$ cat src/rtl/ext_irq_detect.sv
module ext_irq_detect (
  input  logic clk,
  input  logic rst_n,
  input  logic pin_i,
  input  logic trig_edge_i,
  input  logic pol_high_i,
  input  logic ack_i,
  input  logic sw_clr_i,
  output logic req_o
);

  logic meta_q, sync_q, prev_q, flag_q;
  logic rise, fall, edge_hit, lvl_active, clr;

  always_ff @(posedge clk or negedge rst_n) begin
    if (!rst_n) begin
      meta_q <= 1'b0;
      sync_q <= 1'b0;
      prev_q <= 1'b0;
    end else begin
      meta_q <= pin_i;
      sync_q <= meta_q;
      prev_q <= sync_q;
    end
  end

  assign rise       = sync_q & ~prev_q;
  assign fall       = ~sync_q & prev_q;
  assign edge_hit   = trig_edge_i & (pol_high_i ? rise : fall);
  assign lvl_active = pol_high_i ? sync_q : ~sync_q;
  assign clr        = ack_i | sw_clr_i;

  always_ff @(posedge clk or negedge rst_n) begin
    if (!rst_n)
      flag_q <= 1'b0;
    else if (!trig_edge_i)
      flag_q <= lvl_active;
    else
      flag_q <= edge_hit | (flag_q & ~clr);
  end

  assign req_o = flag_q;


  hold_set_chk: assert property (@(posedge clk) disable iff (!rst_n)
    trig_edge_i && req_o && !ack_i && !sw_clr_i |=> req_o);


  ack_clear_chk: assert property (@(posedge clk) disable iff (!rst_n)
    trig_edge_i && ack_i && !(sync_q != prev_q) |=> !req_o);


  edge_wins_chk: assert property (@(posedge clk) disable iff (!rst_n)
    trig_edge_i && (pol_high_i ? (sync_q && !prev_q) : (!sync_q && prev_q)) |=> req_o);


  lvl_ignore_clr_chk: assert property (@(posedge clk) disable iff (!rst_n)
    !trig_edge_i && (ack_i || sw_clr_i) && (sync_q == pol_high_i) |=> req_o);

endmodule

$ cat config.mk
export PLATFORM = sky130hd
export DESIGN_NAME = ext_irq_detect
export DESIGN_NICKNAME = d
export VERILOG_FILES = /design/src/rtl/ext_irq_detect.sv
export SDC_FILE = /design/constraint.sdc
export NUM_CORES = 1
export LEC_CHECK = 0
export BUFFER_PORTS_ARGS = -buffer_cell sky130_fd_sc_hd__buf_2
export CAP_MARGIN = 20
export CORE_AREA = 8 8 45 47
export DETAILED_ROUTE_END_ITERATION = 6
export DIE_AREA = 0 0 53 55
export GPL_TIMING_DRIVEN = 0
export PLACE_DENSITY = 0.3
export SETUP_SLACK_MARGIN = 0.02
export SKIP_CTS_REPAIR_TIMING = 1
export SLEW_MARGIN = 10
export SYNTH_ARGS = -nofsm -noshare
export SYNTH_HDL_FRONTEND = slang
export SYNTH_SLANG_ARGS = --single-unit
export TNS_END_PERCENT = 5
$ cat constraint.sdc
create_clock -name clk -period 0.9 [get_ports clk]
set_input_delay 0.09 -clock clk [delete_from_list [all_inputs] [get_ports clk]]
set_output_delay 0.09 -clock clk [all_outputs]
set_load 0.005 [all_outputs]
==> results of run 1 <==
[per-layer routing]
| layer | share of wire | routed length (um) | global-route usage | up-vias |
|---|---|---|---|---|
| li1 | - | - | - | 60 |
| met3 | 0.27 | 83 | 0.0535 | 0 |
| met2 | 0.29 | 87 | 0.0215 | 8 |
| met4 | 0 | 0 | 0.0259 | 0 |
| met5 | 0 | 0 | 0 | - |
| met1 | 0.44 | 132 | 0.0229 | 50 |
[cells by family after synthesis]
family / share of synthesized area
AND/OR/NAND/NOR: 0.102
AO/OA/AOI/OAI: 0.130
flip-flops: 0.741
buffers and inverters: 0.0278
[cell usage in the layout (no fill, tap or decap), drive strengths merged]
cell / count
clkbuf: 3
nor4bb: 1
inv: 1
a311o: 1
dfrtp: 4
dlygate4sd3: 2
buf: 7
nand2: 1
a211oi: 1
[worst max-delay path: stages, from the launching register on]
cell      delay, ps
dfrtp_1         360
nor4bb_1        140
a311o_1         310
[area by class of cell]
type | instances | area, um2
Tap cell | 16 | 20.0
Fill cell | 153 | 1150
Sequential cell | 4 | 100
Multi-Input combinational cell | 4 | 31.3
Timing Repair Buffer | 9 | 55.1
Clock buffer | 3 | 22.5
Inverter | 1 | 3.75
[registers in the layout (all words and copies together) (netlist names)]
signal,flops
meta_q,1
prev_q,1
req_o,1
sync_q,1
[stage by stage]
stage / hold WS [ps] / total power [mW]
final: 147 / 0.447
after detailed placement: -101 / 0.232
after floorplan: -206 / 0.209
after global placement: -105 / 0.230
after global routing: 146 / 0.486
after CTS: -349 / 0.458
[power groups by stage]
stage               combinational [mW]  sequential [mW]  clock [mW]
detailed placement              0.0333            0.199           0
global placement                0.0314            0.199           0
global route                    0.0441            0.198       0.243
floorplan                      0.00956            0.199           0
finish                          0.0386            0.197       0.212
CTS                             0.0334            0.197       0.227
[how the worst min path moves through the flow]
stage | end | slack, ps | start | depth (start not counted)
2_1_floorplan | meta_q$_DFF_PN0_ | -210 | rst_n | 0
3_3_place_gp | meta_q$_DFF_PN0_ | -100 | rst_n | 1
3_5_place_dp | meta_q$_DFF_PN0_ | -100 | rst_n | 1
4_1_cts | meta_q$_DFF_PN0_ | -350 | rst_n | 1
5_1_grt | req_o$_DFF_PN0_ | 150 | pol_high_i | 2
6_report | req_o$_DFF_PN0_ | 150 | pol_high_i | 2
==> reports/results.ini, run 1 <==
[outcome]
outcome=finished, violations left
violations=negative setup slack

[timing]
tightest_slew_ps=223
rsz0062_at_grt=true
tns_ps=-21.3
worst_slack_ps=-21.3
hold_viol=0
period_share=1.02
finalSetupViolCount=1
clock_skew_ps=0.844
slew_headroom=0.850
fmax_mhz=1090
drv_slew=0
fin_crit_ps=921

[critical_path]
ff2ff_setup_slack_ps=-20
cp.required_ps=1010
crit_start=req_o$_DFF_PN0_
crit_path_start_kind=register
crit_end=req_o$_DFF_PN0_
arrival_ps=1030
r2r-start=req_o$_DFF_PN0_
endpoint_kind=register
r2r-end=req_o$_DFF_PN0_
rr_worst_depth=2
crit_type=register to register
crit_fanout=2

[floorplan]
die_w_um=53
std_cell_rows=14
start_util=0.0976
io_pins=8
die_area_mm2=0.00292
chipHeight_um=55
core_mm2=0.00138

[yosys]
synth-seq-cells=4
synth-edff-count=0
async_flop_share=1.00
synth_top_area_cell=dfrtp_1
synthCells=9
synth.most_common_cell=dfrtp_1
yosys-top-cells-area=dfrtp_1 74%, a311o_1 7.4%, nor4bb_1 7.4%
synth.net_count=16
synth_area_um2=135
synth_cell_types=6
synthFlopType=dfrtp_1
synth_top_area_share=0.741
synth_seq_area_share=0.741
yosys_warnings=0
avgSynthCellArea_um2=15.0

[placement]
post-place-ws_ps=-6.67
io_buffers=7
dp.cells=32
dpl_cell_area_um2=190
gp_congestion=0.562

[clocking]
worstSkewPairLatency_ps=230
clockBufferDepth=2
cts.sinks=4
clkTransAtPathRegs_ps=30
cts_buffers=3
cts_root_buf=clkbuf_4
cts_tree=yes
cts-htree-levels=1

[route]
first_pass_iters=3
drc=0
vias_per_cell=3.19
drt_iter0_markers=3
antenna_left=0
vias=118
finalWirelength_um=303
wl_per_cell_um=8.19

[power_and_ir_drop]
power_density_mw_per_mm2=1920
pwr-share-clk=0.474
intPower_mw=0.365
vdd_ir_drop_max_uv=601
seqPwrFrac=0.440
combPwrFrac=0.086
p_leak_nw=0.111
switchingPower_mw=0.0819
switching_share=0.183

[final_layout]
final_area_um2=233
final_util=0.168
stdcell_count=37
n_antenna_cell=0
fin_nets=30
final_layout_size_suffix_gt1_frac=0.476
syn_to_final_growth_pct=72.2

[grt]
grt_max_degree=5
grt_pass1_vias=120
grt_use_total=0.0285
grt_pass1_wl_um=503
antenna_found_initial=0
grt_remaining_overflow=0

[min_path]
hold_path_class=input pin to register

[job]
max_cap_viol_count=0

No activity file was read; power rests on OpenSTA's default activity.
==> run 2: changes to the inputs <==
==> constraint.sdc (replaced) <==
create_clock -name clk -period 0.9 [get_ports clk]
set_input_delay 0.09 -clock clk [delete_from_list [all_inputs] [get_ports clk]]
set_output_delay 0.09 -clock clk [all_outputs]
set_load 0.01 [all_outputs]
==> run 2 against run 1 <==
  * The flow still finishes with violations (negative setup slack)
  * Global-route usage increased by 0.055 points
  * Combinational power grew 4%
  * Critical endpoint unchanged
  * Hold slack got worse by 1.8 ps
  * Setup slack improved by 4.8 ps
==> reports/results.ini, run 2 (synthesis results as in run 1) <==
[outcome]
outcome=finished, violations left
violations=negative setup slack

[final_layout]
final_layout_size_suffix_gt1_frac=0.476
syn_to_final_growth_pct=72.2
stdcell_count=37
n_antenna_cell=0
num-fill-cells=152
layout_commonest_cell=buf_2
fin_nets=30
layout_common_cells=7 x buf_2, 4 x dfrtp_1, 3 x clkbuf_4
final_area_um2=233

[route]
routed.top_layer=met3
drc=0
wl_met1_um=127
finalWirelength_um=301
first_pass_iters=3
wl_met2_um=88
drt_iter0_markers=3
met3_length_um=85
vias_per_cell=3.19
wl_per_cell_um=8.14
antenna_left=0
vias=118

[placement]
gp_congestion=0.558
io_buffers=7
dpl_cell_area_um2=190
dp.cells=32

[power_and_ir_drop]
fin_total_pwr_mw=0.449
power_density_mw_per_mm2=1930
intPower_mw=0.365
pwr-share-clk=0.472
combPwrFrac=0.089
switchingPower_mw=0.0839
vdd_ir_drop_max_uv=604
p_leak_nw=0.111
seqPwrFrac=0.439
switching_share=0.187

[floorplan]
io_pins=8
chipHeight_um=55
std_cell_rows=14
die_area_mm2=0.00292
start_util=0.0976
die_w_um=53
core_mm2=0.00138

[min_path]
min_to=req_o$_DFF_PN0_
hp-start=pol_high_i
hold_path_class=input pin to register
holdPathStages=2

[clocking]
cts_root_buf=clkbuf_4
cts-htree-levels=1
cts_buffers=3
worstSkewPairLatency_ps=230
cts.sinks=4
clockBufferDepth=2
clkTransAtPathRegs_ps=30
cts_tree=yes

[timing]
hold_viol=0
fmax_mhz=1090
clock_skew_ps=0.909
period_share=1.02
fin_crit_ps=916
tightest_slew_ps=244
finalSetupViolCount=1
drv_slew=0
whs_ps=145
slew_headroom=0.835
worst_slack_ps=-16.5
rsz0062_at_grt=true

[grt]
grt_max_degree=5
grt_remaining_overflow=0
grt_use_total=0.0290
grt_pass1_wl_um=524
antenna_found_initial=0
grt_pass1_vias=121

[critical_path]
ff2ff_setup_slack_ps=-20
r2r-end=req_o$_DFF_PN0_
crit_type=register to register
rr_worst_depth=2
cp.required_ps=1010
crit_fanout=2
crit_path_start_kind=register
endpoint_kind=register
r2r-start=req_o$_DFF_PN0_
crit_start=req_o$_DFF_PN0_
arrival_ps=1020

[job]
max_cap_viol_count=0

==> run 2: cell counts in the layout (fill, tap and decap cells not counted) <==
Identical to the previous run, type by type.
==> run 2: worst max-delay path by stage <==
stage,to,cells after the start,slack [ps]
3_5_place_dp,req_o$_DFF_PN0_,3,-7
2_1_floorplan,req_o$_DFF_PN0_,2,7
6_report,req_o$_DFF_PN0_,2,-20
5_1_grt,req_o$_DFF_PN0_,2,-50
3_3_place_gp,req_o$_DFF_PN0_,3,10
4_1_cts,req_o$_DFF_PN0_,3,-10
==> run 2: final cells by class <==
type                    instances  area (um2)  area share
inverters                       1        3.75      0.0161
flip-flops and latches          4         100       0.430
clock buffers                   3        22.5      0.0968
multi-input cells               4        31.3       0.134
well taps                      16        20.0      0.0860
repair buffers                  9        55.1       0.237
==> run 2: routing by layer <==
metal	track usage	vias up
met4	0.0259	0
met2	0.0215	8
met1	0.0260	51
met3	0.0508	0
met5	0	-
li1	-	59
==> run 2: through the flow <==
step / util / worst slack, ps / TNS, ps
after floorplan: - / 6.64 / 0
after global placement: 0.137 / 14.5 / 0
after detailed placement: 0.137 / -6.67 / -6.67
after CTS: 0.154 / -9.98 / -9.98
after global routing: 0.168 / -50.2 / -50.2
final: 0.168 / -16.5 / -16.5
==> run 2: worst max-delay path, cell delays in order (launching register included) <==
cell and delay [ps]:
dfrtp_1 360, nor4bb_1 130, a311o_1 310
==> run 2: power groups by stage <==
stage                     clock network (mW)  logic (mW)  registers (mW)
after floorplan                            0     0.00942           0.201
after global placement                     0      0.0331           0.199
after detailed placement                   0      0.0347           0.199
after CTS                              0.227      0.0348           0.197
after global routing                   0.243      0.0453           0.199
final                                  0.212      0.0402           0.197
==> run 3: changes to the inputs <==
--- a/config.mk
+++ b/config.mk
@@ -5,13 +5,14 @@
 export SDC_FILE = /design/constraint.sdc
 export NUM_CORES = 1
 export LEC_CHECK = 0
+export ABC_AREA = 1
 export BUFFER_PORTS_ARGS = -buffer_cell sky130_fd_sc_hd__buf_2
 export CAP_MARGIN = 20
 export CORE_AREA = 8 8 45 47
 export DETAILED_ROUTE_END_ITERATION = 6
 export DIE_AREA = 0 0 53 55
 export GPL_TIMING_DRIVEN = 0
-export PLACE_DENSITY = 0.3
+export PLACE_DENSITY = 0.33
 export SETUP_SLACK_MARGIN = 0.02
 export SKIP_CTS_REPAIR_TIMING = 1
 export SLEW_MARGIN = 10
==> run 3 against run 2 <==
  * The run now ends clean
  * Clock-buffer cell count unchanged
  * Core utilization rose by 2.4 points
  * Hold slack got worse by 5.7 ps
  * Setup slack improved by 84 ps
  * Clock power about the same
  * Cell count increased by 24%
  * Clock skew up 1.0 ps
  * Critical path depth decreased by 1
  * Synthesized cell count is 100% higher
  * Wire length rose by 26%
  * Die area is the same
  * Critical path type is now register to primary output
==> reports/results.ini, run 3 <==
[outcome]
outcome=completed

[critical_path]
cp.required_ps=810
arrival_ps=740
crit_end=req_o
crit_type=register to primary output
rr_worst_depth=4
crit_chain=buf_2
endpoint_kind=primary output
crit_path_start_kind=register
crit_family=flip-flops
r2r-start=sync_q$_DFF_PN0_
crit_fanout=2
critPathSlowestCell=dfrtp_1
worst-path-stages=1
crit_start=req_o$_DFF_PN0_
ff2ff_setup_slack_ps=150
cpPeakStageDelay_ps=370
r2r-end=req_o$_DFF_PN0_
path_buf_inv=1

[placement]
hpwl_um=302
io_buffers=7
dpl_cell_area_um2=224
gp_congestion=0.677
post-place-ws_ps=152
dp.cells=41

[grt]
grt_pass1_vias=143
grt_max_degree=5
grt_remaining_overflow=0
grt_use_total=0.0307
grt_pass1_wl_um=558
antenna_found_initial=0

[route]
wl_per_cell_um=8.24
first_pass_iters=2
antenna_left=0
finalWirelength_um=379
vias_per_cell=3.22
drc=0
vias=148
drt_iter0_markers=1

[yosys]
avgSynthCellArea_um2=9.38
synth-seq-cells=4
ys_top_cells_by_count=6 x nand2_1, 4 x dfrtp_1, 3 x inv_1
synth_seq_area_share=0.593
yosys_warnings=0
synth_top_area_share=0.593
async_flop_share=1.00
synthFlopType=dfrtp_1
synth.most_common_cell=nand2_1
synth.net_count=25
synthCells=18
yosys-top-cells-area=dfrtp_1 59%, nand2_1 13%, inv_1 6.7%
synth_top_area_cell=dfrtp_1
synth-edff-count=0
synth_cell_types=8
synth_area_um2=169

[clocking]
cts_root_buf=clkbuf_4
worstSkewPairLatency_ps=230
cts_tree=yes
cts.sinks=4
cts-htree-levels=1
cts_buffers=3
clockBufferDepth=2
clkTransAtPathRegs_ps=40

[timing]
rsz0062_at_grt=false
tns_ps=0
clock_skew_ps=1.94
tightest_slew_ps=107
fmax_mhz=1200
whs_ps=140
drv_slew=0
worst_slack_ps=67.2
finalSetupViolCount=0
slew_headroom=0.929
hold_viol=0
period_share=0.925
fin_crit_ps=833

[final_layout]
n_antenna_cell=0
final_area_um2=267
num-fill-cells=150
final_layout_size_suffix_gt1_frac=0.467
layout_common_cells=7 x buf_2, 6 x nand2_1, 4 x dfrtp_1
layout_commonest_cell=buf_2
fin_nets=39
final_util=0.193
syn_to_final_growth_pct=57.8
stdcell_count=46

[floorplan]
io_pins=8
chipHeight_um=55
start_util=0.122
die_w_um=53
core_mm2=0.00138
die_area_mm2=0.00292
std_cell_rows=14

[job]
max_cap_viol_count=0

[power_and_ir_drop]
fin_total_pwr_mw=0.469
power_density_mw_per_mm2=1760
p_leak_nw=0.145
vdd_ir_drop_max_uv=788

[min_path]
hold_path_class=input pin to register

run 3: cell types whose count changed after synthesis, sizes merged:
cell    before  now
nor2         0    3
a311o        1    0
nand2        1    6
nand3        0    1
nor4bb       1    0
inv          1    4
a211oi       1    0
run 3: cells by family (layout without fill, tap and decap cells):
| kind of cell | count (synthesis) | count (layout) | synth area share |
|---|---|---|---|
| AND/OR/NAND/NOR | 10 | 10 | 0.319 |
| flip-flops | 4 | 4 | 0.593 |
| buffers and inverters | 4 | 16 | 0.0889 |
run 3: how the worst min path moves through the flow:
stage               startpoint          endpoint  cells after the start
finish                sw_clr_i   req_o$_DFF_PN0_                      4
global route          sw_clr_i   req_o$_DFF_PN0_                      4
CTS                      rst_n  prev_q$_DFF_PN0_                      1
detailed placement       rst_n  meta_q$_DFF_PN0_                      1
global placement         rst_n  meta_q$_DFF_PN0_                      1
floorplan                rst_n  meta_q$_DFF_PN0_                      0
run 3: metal layers:
metal	routed length, um	GRT usage	vias to the layer above
met3	86	0.0535	0
met4	0	0.0129	0
met1	180	0.0245	64
li1	-	-	76
met2	112	0.0332	8
met5	0	0	-
run 3: final cells by class:
cell class,instances,area (um2),area share
Sequential cell,4,100,0.376
Inverter,4,15.0,0.0563
Clock buffer,3,22.5,0.0845
Multi-Input combinational cell,10,53.8,0.202
Timing Repair Buffer,9,55.1,0.207
Tap cell,16,20.0,0.0751
run 3: power by group:
| part | leakage, nW | internal (mW) | total, mW | switching [mW] |
|---|---|---|---|---|
| combinational | 0.0836 | 0.0279 | 0.0557 | 0.0278 |
| clock | 0.0138 | 0.149 | 0.215 | 0.0667 |
| sequential | 0.0473 | 0.192 | 0.198 | 0.00591 |
